### config.mk
export PLATFORM = sky130hd
export DESIGN_NAME = vid_serializer
export DESIGN_NICKNAME = d
export VERILOG_FILES = /design/src/rtl/vid_pkg.sv /design/src/rtl/vid_scale_timer.sv /design/src/rtl/vid_load_buffer.sv /design/src/rtl/vid_pixel_shifter.sv /design/src/rtl/vid_serializer.sv
export SDC_FILE = /design/constraint.sdc
export NUM_CORES = 1
export LEC_CHECK = 0
export CAP_MARGIN = 20
export CORE_MARGIN = 2
export CORE_UTILIZATION = 53
export DETAILED_ROUTE_END_ITERATION = 16
export GPL_ROUTABILITY_DRIVEN = 0
export PLACE_DENSITY = 0.82
export SETUP_SLACK_MARGIN = 0.4
export SLEW_MARGIN = 10
export SYNTH_ARGS = -nofsm -noshare
export SYNTH_HDL_FRONTEND = slang
export SYNTH_HIERARCHICAL = 1
export SYNTH_SLANG_ARGS = --single-unit
### constraint.sdc
create_clock -name clk -period 2.9 [get_ports clk]
set_clock_uncertainty 0.2 [all_clocks]
set_input_delay 0.29 -clock clk [delete_from_list [all_inputs] [get_ports clk]]
set_output_delay 0.29 -clock clk [all_outputs]
set_load 0.05 [all_outputs]
### src/rtl/vid_pkg.sv
// Shared types for the pixel serializer.
// Assumes 32-bit colors and pixels words.
package vid_pkg;
    localparam int WORD_W = 32;

    typedef struct packed {
        logic [WORD_W-1:0] colors;
        logic [WORD_W-1:0] pixels;
    } vid_pair_t;
endpackage

### src/rtl/vid_scale_timer.sv
// Pixel and frame tick counters.
// Both counters count down on pix_ce and reload from the scale fields.
// A field value of zero means the full count (2**width).
// While disabled, both counters sit at 1, so the first enabled tick is a frame end.
module vid_scale_timer #(
    parameter int PPX_W = 8,
    parameter int PFR_W = 12
) (
    input  logic             clk,
    input  logic             rst_n,
    input  logic             en,
    input  logic             ce,
    input  logic [PPX_W-1:0] ppx,
    input  logic [PFR_W-1:0] pfr,
    output logic             frame_end,
    output logic             px_step
);
    localparam int PC_W = PPX_W + 1;
    localparam int FC_W = PFR_W + 1;

    logic [PC_W-1:0] px_cnt;
    logic [FC_W-1:0] fr_cnt;
    logic [PC_W-1:0] ppx_eff;
    logic [FC_W-1:0] pfr_eff;

    // Map a zero field to the full count.
    always_comb begin
        ppx_eff = (ppx == '0) ? PC_W'(1) << PPX_W : {1'b0, ppx};
        pfr_eff = (pfr == '0) ? FC_W'(1) << PFR_W : {1'b0, pfr};
    end

    // Decode tick events from the current counts.
    always_comb begin
        frame_end = en && ce && (fr_cnt == FC_W'(1));
        px_step   = en && ce && !frame_end && (px_cnt == PC_W'(1));
    end

    // Count down per tick and reload on expiry.
    always_ff @(posedge clk) begin
        if (!rst_n || !en) begin
            px_cnt <= PC_W'(1);
            fr_cnt <= FC_W'(1);
        end else if (ce) begin
            if (frame_end) begin
                px_cnt <= ppx_eff;
                fr_cnt <= pfr_eff;
            end else begin
                fr_cnt <= fr_cnt - FC_W'(1);
                px_cnt <= (px_cnt == PC_W'(1)) ? ppx_eff : px_cnt - PC_W'(1);
            end
        end
    end

    p_px_live_r3: assert property (@(posedge clk) disable iff (!rst_n)
        en |-> (px_cnt != '0));

    p_frame_reload_r4: assert property (@(posedge clk) disable iff (!rst_n)
        frame_end |=> (!en || fr_cnt == $past(pfr_eff)));
endmodule

### src/rtl/vid_load_buffer.sv
// Single pending slot behind a valid/ready handshake.
// The slot takes a pair when it is empty.
// The frame-end pulse (take) empties it.
// While disabled, the slot is cleared, ready is held high and offers are dropped.
module vid_load_buffer
    import vid_pkg::*;
(
    input  logic      clk,
    input  logic      rst_n,
    input  logic      en,
    input  logic      ld_valid,
    input  vid_pair_t ld_pair,
    output logic      ld_ready,
    input  logic      take,
    output logic      pend_full,
    output vid_pair_t pend_pair
);
    logic accept;

    // Ready when off or when the slot is free.
    always_comb begin
        ld_ready = !en || !pend_full;
        accept   = en && ld_valid && !pend_full;
    end

    // Fill on handshake, drain on frame end.
    always_ff @(posedge clk) begin
        if (!rst_n || !en) begin
            pend_full <= 1'b0;
        end else if (accept) begin
            pend_full <= 1'b1;
        end else if (take) begin
            pend_full <= 1'b0;
        end
    end

    // Capture the offered pair on handshake.
    always_ff @(posedge clk) begin
        if (!rst_n) begin
            pend_pair <= '0;
        end else if (accept) begin
            pend_pair <= ld_pair;
        end
    end

    p_stall_hold_r6: assert property (@(posedge clk) disable iff (!rst_n)
        (en && pend_full && !take) |=> $stable(pend_pair));

    p_ready_off_r1: assert property (@(posedge clk) disable iff (!rst_n)
        !en |-> ld_ready);
endmodule

### src/rtl/vid_pixel_shifter.sv
// Holds the active pair and shifts pixel bits out LSB first.
// Selects one of two color bytes per pixel and places it on a pin lane under the mask.
// On a frame end it loads the pending pair, or replays the saved pixels if nothing is pending.
module vid_pixel_shifter
    import vid_pkg::*;
#(
    parameter int GROUPS = 4,
    parameter int LANE_W = 8,
    parameter int GSEL_W = 2
) (
    input  logic                     clk,
    input  logic                     rst_n,
    input  logic                     en,
    input  logic                     frame_end,
    input  logic                     px_step,
    input  logic                     pend_full,
    input  vid_pair_t                pend_pair,
    input  logic [GSEL_W-1:0]        grp,
    input  logic [LANE_W-1:0]        mask,
    output logic [GROUPS*LANE_W-1:0] pins
);
    logic [WORD_W-1:0] colors_q;
    logic [WORD_W-1:0] saved_q;
    logic [WORD_W-1:0] shreg_q;
    logic [LANE_W-1:0] lane_val;

    // Load a new or repeated frame, else shift per pixel.
    always_ff @(posedge clk) begin
        if (!rst_n || !en) begin
            colors_q <= '0;
            saved_q  <= '0;
            shreg_q  <= '0;
        end else if (frame_end) begin
            if (pend_full) begin
                colors_q <= pend_pair.colors;
                saved_q  <= pend_pair.pixels;
                shreg_q  <= pend_pair.pixels;
            end else begin
                shreg_q  <= saved_q;
            end
        end else if (px_step) begin
            shreg_q <= shreg_q >> 1;
        end
    end

    // Two-color pick gated by the pin mask.
    always_comb begin
        lane_val = (shreg_q[0] ? colors_q[2*LANE_W-1:LANE_W] : colors_q[LANE_W-1:0]) & mask;
    end

    // Route the lane value to the selected group only.
    for (genvar g = 0; g < GROUPS; g++) begin : g_lane
        assign pins[g*LANE_W +: LANE_W] = (en && grp == GSEL_W'(g)) ? lane_val : '0;
    end

    p_off_zero_r1: assert property (@(posedge clk) disable iff (!rst_n)
        !en |-> (pins == '0));

    p_shift_lsb_r3: assert property (@(posedge clk) disable iff (!rst_n)
        px_step |=> (!en || shreg_q == ($past(shreg_q) >> 1)));

    p_repeat_r7: assert property (@(posedge clk) disable iff (!rst_n)
        (frame_end && !pend_full) |=> (!en || shreg_q == $past(saved_q)));

    p_mask_r8: assert property (@(posedge clk) disable iff (!rst_n)
        $countones(pins) <= $countones(mask));
endmodule

### src/rtl/vid_serializer.sv
// Two-color pixel serializer top.
// Connects the scale timer, the pending-pair buffer and the pixel shifter.
// Assumes pix_ce comes from an upstream clock divider stage.
module vid_serializer
    import vid_pkg::*;
#(
    parameter int GROUPS = 4,
    parameter int LANE_W = 8,
    parameter int PPX_W  = 8,
    parameter int PFR_W  = 12,
    localparam int GSEL_W = (GROUPS > 1) ? $clog2(GROUPS) : 1,
    localparam int PINS_W = GROUPS * LANE_W
) (
    input  logic              clk,
    input  logic              rst_n,
    input  logic              pix_ce,
    input  logic              mode_on,
    input  logic [GSEL_W-1:0] grp_sel,
    input  logic [LANE_W-1:0] pin_mask,
    input  logic [PPX_W-1:0]  px_clocks,
    input  logic [PFR_W-1:0]  fr_clocks,
    input  logic              ld_valid,
    input  logic [WORD_W-1:0] ld_colors,
    input  logic [WORD_W-1:0] ld_pixels,
    output logic              ld_ready,
    output logic [PINS_W-1:0] pins
);
    logic      frame_end;
    logic      px_step;
    logic      pend_full;
    vid_pair_t pend_pair;
    vid_pair_t in_pair;

    // Pack the offered words into one pair.
    always_comb begin
        in_pair.colors = ld_colors;
        in_pair.pixels = ld_pixels;
    end

    vid_scale_timer #(.PPX_W(PPX_W), .PFR_W(PFR_W)) u_timer (
        .clk       (clk),
        .rst_n     (rst_n),
        .en        (mode_on),
        .ce        (pix_ce),
        .ppx       (px_clocks),
        .pfr       (fr_clocks),
        .frame_end (frame_end),
        .px_step   (px_step)
    );

    vid_load_buffer u_buf (
        .clk       (clk),
        .rst_n     (rst_n),
        .en        (mode_on),
        .ld_valid  (ld_valid),
        .ld_pair   (in_pair),
        .ld_ready  (ld_ready),
        .take      (frame_end),
        .pend_full (pend_full),
        .pend_pair (pend_pair)
    );

    vid_pixel_shifter #(.GROUPS(GROUPS), .LANE_W(LANE_W), .GSEL_W(GSEL_W)) u_shift (
        .clk       (clk),
        .rst_n     (rst_n),
        .en        (mode_on),
        .frame_end (frame_end),
        .px_step   (px_step),
        .pend_full (pend_full),
        .pend_pair (pend_pair),
        .grp       (grp_sel),
        .mask      (pin_mask),
        .pins      (pins)
    );

    p_ce_gate_r9: assert property (@(posedge clk) disable iff (!rst_n)
        (!pix_ce && mode_on && $past(mode_on)) |=> (!mode_on || $stable(pins) || $changed(grp_sel) || $changed(pin_mask)));
endmodule

; Word-level counts from Yosys, hierarchy flattened
; Index checks and enable logic that the tools add are counted.
[word_totals]
reg_bits = 151
out_inout_bits = 33
word_cells = 53
[op_classes]
addsub = 2
eq_ne = 5
n_mux = 15
n_bitwise = 1
reduce_logical = 22
[op_table]
columns = operator, n
row1 = $mux 32, 3
row2 = $mux 8, 5
row3 = $mux 9, 3
row4 = $mux 13, 2
row5 = $eq 13x1->1 const B, 1
row6 = $sub 13x1->13 const B, 1
row7 = $logic_not 12->1, 1
row8 = $logic_and 1x1->1, 10
row9 = $eq 9x1->1 const B, 1
row10 = $sub 9x1->9 const B, 1
row11 = $and 8x8->8, 1
row12 = $logic_not 8->1, 1
row13 = $eq 2x2->1 const B, 2
row14 = $logic_not 1->1, 4
row15 = $reduce_bool 2->1, 2
row16 = $eq 2x1->1 const B, 1
row17 = $logic_not 2->1, 1
row18 = $logic_or 1x1->1, 2
row19 = $mux 1, 2
row20 = $reduce_and 2->1, 1

; Longest topological paths before layout
[logic_depth]
word_depth = 7
mapped_depth = 10
depth_no_buf = 8

; Modules after synthesis
; The synthesis kept the hierarchy.
[modules_own_cells]
columns = mod, n_inst, cells_each, area_per_inst_um2, seq_area_each_um2
row1 = vid_pixel_shifter, 1, 410, 3743.6, 1601.5
row2 = vid_load_buffer, 1, 283, 2637.5, 1301.2
row3 = vid_scale_timer, 1, 190, 1511.4, 440.4

; Worst setup path before layout
; Ideal clock, no wire load.
[synth_timing]
path_type = flip-flop to flip-flop
from = register u_timer.px_cnt[2]
to = register u_shift.shreg_q[10]
setup_time_ns = 0.127
arrival_ns = 2.033
path_slack_ns = 0.540
path_stages_with_launch = 11
n_path_buf = 4
path_cell_list = dfxtp_1 buf_6 nor3_1 and4b_1 clkbuf_1 nand3_1 a31oi_1 buf_2 buf_2 mux2i_1 o22ai_2
[synth_between]
elab_chain_len = 3
[synth_rtl]
columns = element, line_no
row1 = start: declaration, vid_scale_timer.sv:21  ; logic [PC_W-1:0] px_cnt;
row2 = start signal: assignment, vid_scale_timer.sv:45  ; px_cnt <= ppx_eff;
row3 = start signal: assignment, vid_scale_timer.sv:49  ; px_cnt <= (px_cnt == PC_W'(1)) ? ppx_eff : px_cnt - PC_W'(1);
row4 = $eq 9x1->1, vid_scale_timer.sv:35  ; px_step = en && ce && !frame_end && (px_cnt == PC_W'(1));
row5 = $logic_and 1x1->1, vid_scale_timer.sv:35
row6 = named net px_step, vid_serializer.sv:29  ; logic px_step;
row7 = $reduce_bool 2->1 (no source line), --
row8 = end signal: assignment, vid_pixel_shifter.sv:37  ; shreg_q <= pend_pair.pixels;
row9 = end signal: assignment, vid_pixel_shifter.sv:39  ; shreg_q <= saved_q;
row10 = end signal: assignment, vid_pixel_shifter.sv:42  ; shreg_q <= shreg_q >> 1;
row11 = end: declaration, vid_pixel_shifter.sv:24  ; logic [WORD_W-1:0] shreg_q;
; The timed path passes the listed nets, and every way through them passes these cells.
; A chain may end at the register's enable or synchronous reset.

; Final worst setup path
[layout_timing]
from = register u_timer.px_cnt[0]
to = register u_timer.px_cnt[8]
[layout_between]
elab_chain_len = 3
[layout_rtl]
columns = element, line_no
row1 = $sub 9x1->9 / $eq 9x1->1 (equally long branches), vid_scale_timer.sv:49
row2 = $mux 9 *, vid_scale_timer.sv:49
row3 = $mux 9 *, vid_scale_timer.sv:44  ; if (frame_end) begin
; Mark *: on every way between the ends. The rest lies on a longest branch, timed or not.

==> out/results.md <==
| Step | Quantity | This run |
| --- | --- | --- |
| drt | Number of remaining DRC errors | 0 |
| drt | Total Wirelength | 17.9 mm |
| timing | Actual slew at the worst max-slew pin | 0.579 ns |
| worst setup path | Setup crit end kind | flop |
| global route | Aggregate global-route resource usage | 24.8% |
| floorplanning | Overall die area | 0.0147 mm^2 |
| power and ir drop | Largest vdd supply drop | 477 uV |
| clocking | Buffer type at the clock tree root | sky130_fd_sc_hd__clkbuf_16 |
| timing | Setup repair after global routing missed its margin | false |
| worst setup path | Worst Path Class, Setup | reg2reg |
| finish | Nets | 1015 |
| worst setup path | Cell Chain, Critical Path | inv_1 -> ha_1 -> or4b_2 -> nor4_1 -> mux2i_1 -> o211ai_1 |
| yosys | Number of warnings issued by yosys | 6 |
| clocking | Register clock-pin slew on the reported worst setup and hold paths | 0.06 ns |
| power and ir drop | Power per Cell Area | 510 mW/mm^2 |
| finish | Summed area of non-filler cells in the final layout | 0.00935 mm^2 |
| global route | Number of antenna violations at the first check in global routing | 0 |
| global route | Grt total ovfl | 0 |
| clocking | TritonCTS buffer count | 17 |
| timing | Highest achievable clock rate | 0.409 GHz |
| floorplanning | Horiz. Die Dim | 121 um |
| global route | Largest net degree at the start of global routing | 50 |
| timing | Count of endpoints failing setup in the final report | 0 |
| timing | Min Hold Slack | 0.102 ns |
| worst setup path | Largest fanout of any net on the critical path | 6 |
| placed design | Hpwl dp | 11.9 mm |
| floorplanning | Count of pins on the block boundary | 132 |
| timing | Final count of hold timing violations | 0 |
| timing | Slew headroom | 61.3% |
| yosys | Cells after Synth | 819 |
| worst setup path | Required time of the critical path | 2.99 ns |
| floorplanning | Core region area | 0.0133 mm^2 |
| finish | Post-Route Utilization | 70.1% |
| timing | Final Max Slew Viols | 0 |
| finish | Layout fillers | 987 |
| run status | Outcome | finished clean |
| yosys | Net count of the mapped netlist | 922 |
| timing | Aggregate negative setup slack | 0 ns |
| clocking | TritonCTS clock tree | built |
| timing | Post-route worst setup slack | 0.457 ns |
| clocking | CTS H-Tree Depth | 4 |
| timing | Post-layout min period | 2.44 ns |
| global route | First-pass GRT wire length | 29.3 mm |
| worst hold path | Worst hold-check path type | in2reg |
| clocking | Number of buffers on the longest clock path | 2 |
| floorplanning | Height of the die | 121 um |
| drt | Number of antenna-violating nets in the routed design | 0 |
| drt | Drt first pass iters | 5 |
| floorplanning | Row count | 42 |
| worst setup path | Cell with the biggest individual delay on the critical path | sky130_fd_sc_hd__or4b_2 |
| finish | Area growth from synthesis to final layout | 28.3% |
| timing | Final period utilization | 84.2% |
| floorplanning | Starting utilization of the core area | 54.6% |
| finish | Final instance count without filler cells | 1099 |
| yosys | Netlist Area Pre-Place | 0.00729 mm^2 |
| drt | Iter 0 DRT Violations | 510 |
| clocking | Number of sinks on the clock net | 151 |
| placed design | Input/output buffers | 115 |
| finish | Share of layout cells above drive strength 1 | 14.2% |
| flow run | Number of max-cap violations | 0 |
| drt | Vias after detailed routing | 6203 |
| worst setup path | Data arrival time of the critical path | 2.53 ns |
| yosys | Syn_area_per_cell | 8.90 um^2 |
| drt | Routed WL per cell | 16.3 um |
| clocking | Post-CTS Hold Fix Bufs | 0 |
| placed design | Cell area after placement | 0.00879 mm^2 |
| worst setup path | Max stage delay on crit path | 0.67 ns |
| global route | Vias in the first global route | 6222 |
| worst setup path | Sort of element at the start of the critical path | flop |
| clocking | Clock insertion delay at the later pin of the skew report | 0.42 ns |
| placed design | Dpl cells | 1068 |
| finish | Inserted Diodes | 0 |
| power and ir drop | Overall power of the completed layout | 4.77 mW |
| power and ir drop | Static Leakage | 3.19 nW |
| drt | Average via count per standard cell | 5.64 |
| placed design | Minimum setup slack after placement | 0.369 ns |
[worst paths after layout]
kind,slack [ns],startpoint,end,depth (start not counted)
min reg2reg,0.25,u_buf/pend_pair[47]$_SDFFE_PN0P_,u_shift/colors_q[15]$_SDFFE_PP0P_,2
max reg2reg,0.46,u_timer/px_cnt[0]$_SDFFE_PP1P_,u_timer/px_cnt[8]$_SDFFE_PP0P_,6
min,0.10,rst_n,u_buf/pend_full$_SDFFE_PP0P_,3
max,0.46,u_timer/px_cnt[0]$_SDFFE_PP1P_,u_timer/px_cnt[8]$_SDFFE_PP0P_,6
[placed cells by master (no fill, tap or decap), types with 3 or more instances in the layout]
| cell type | count |
|---|---|
| sky130_fd_sc_hd__a211oi_1 | 4 |
| sky130_fd_sc_hd__a21oi_1 | 52 |
| sky130_fd_sc_hd__a31oi_1 | 5 |
| sky130_fd_sc_hd__and2_1 | 3 |
| sky130_fd_sc_hd__buf_12 | 38 |
| sky130_fd_sc_hd__buf_4 | 20 |
| sky130_fd_sc_hd__clkbuf_1 | 3 |
| sky130_fd_sc_hd__clkbuf_16 | 17 |
| sky130_fd_sc_hd__clkdlybuf4s50_1 | 81 |
| sky130_fd_sc_hd__clkinv_2 | 3 |
| sky130_fd_sc_hd__clkinvlp_4 | 3 |
| sky130_fd_sc_hd__dfxtp_1 | 150 |
| sky130_fd_sc_hd__ha_1 | 4 |
| sky130_fd_sc_hd__inv_1 | 8 |
| sky130_fd_sc_hd__mux2_1 | 7 |
| sky130_fd_sc_hd__mux2i_1 | 120 |
| sky130_fd_sc_hd__nand2_1 | 215 |
| sky130_fd_sc_hd__nand3_1 | 9 |
| sky130_fd_sc_hd__nand4_1 | 4 |
| sky130_fd_sc_hd__nor2_1 | 45 |
| sky130_fd_sc_hd__nor2b_1 | 3 |
| sky130_fd_sc_hd__nor3_1 | 8 |
| sky130_fd_sc_hd__nor4_1 | 10 |
| sky130_fd_sc_hd__o2111ai_1 | 4 |
| sky130_fd_sc_hd__o211ai_1 | 11 |
| sky130_fd_sc_hd__o21ai_0 | 8 |
| sky130_fd_sc_hd__o22ai_1 | 3 |
| sky130_fd_sc_hd__o22ai_2 | 30 |
| sky130_fd_sc_hd__o31ai_1 | 5 |
| sky130_fd_sc_hd__or3_1 | 3 |
| sky130_fd_sc_hd__or4_1 | 8 |
[critical path: cells and delay by family (launching register included)]
| kind | cells | cell delay [ns] |
|---|---|---|
| and+or+nand+nor | 2 | 1.07 |
| DFF | 1 | 0.36 |
| muxes | 1 | 0.27 |
| adders and majority gates | 1 | 0.21 |
| buffers and inverters | 1 | 0.10 |
| AOI/OAI and AO/OA | 1 | 0.10 |
[area by class of cell]
| class | count | area [um^2] | area share, % |
|---|---|---|---|
| clock buffer | 22 | 464 | 4.96 |
| timing repair buffer | 139 | 1720 | 18.4 |
| sequential | 151 | 3020 | 32.3 |
| inverter | 8 | 30.0 | 0.321 |
| multi-input combinational | 595 | 3820 | 40.8 |
| clock inverter | 8 | 76.3 | 0.816 |
| tap | 176 | 220 | 2.35 |
[registers in the layout (all words and copies together), names as in the netlist]
register and count:
u_buf/pend_full 1, u_shift/saved_q 32, u_shift/shreg_q 32, u_timer/px_cnt 9, u_shift/colors_q 16, u_timer/fr_cnt 13, u_buf/pend_pair 48
[power breakdown]
group	internal [mW]	switching (mW)	total [mW]	leakage, nW
clock network	1.21	0.815	2.02	0.258
registers	2.13	0.0487	2.17	1.22
logic	0.271	0.298	0.569	1.70
total	3.61	1.16	4.77	3.19
[metal layers]
| layer | share of wire (%) | track usage, % | routed length [um] | up-vias |
|---|---|---|---|---|
| met1 | 44 | 31.1 | 7860 | 2952 |
| met4 | 1.9 | 8.05 | 344 | 0 |
| li1 | - | - | - | 3029 |
| met5 | 0 | 0 | 0 | - |
| met2 | 49 | 41.9 | 8690 | 190 |
| met3 | 5.5 | 5.97 | 975 | 32 |
[repair_timing]
item	4_1_cts	5_1_grt
setup buffers	0	1
setup endpoints to repair	0	80
gates resized for setup	0	3
Note: power is estimated with default switching activity, not from simulation.
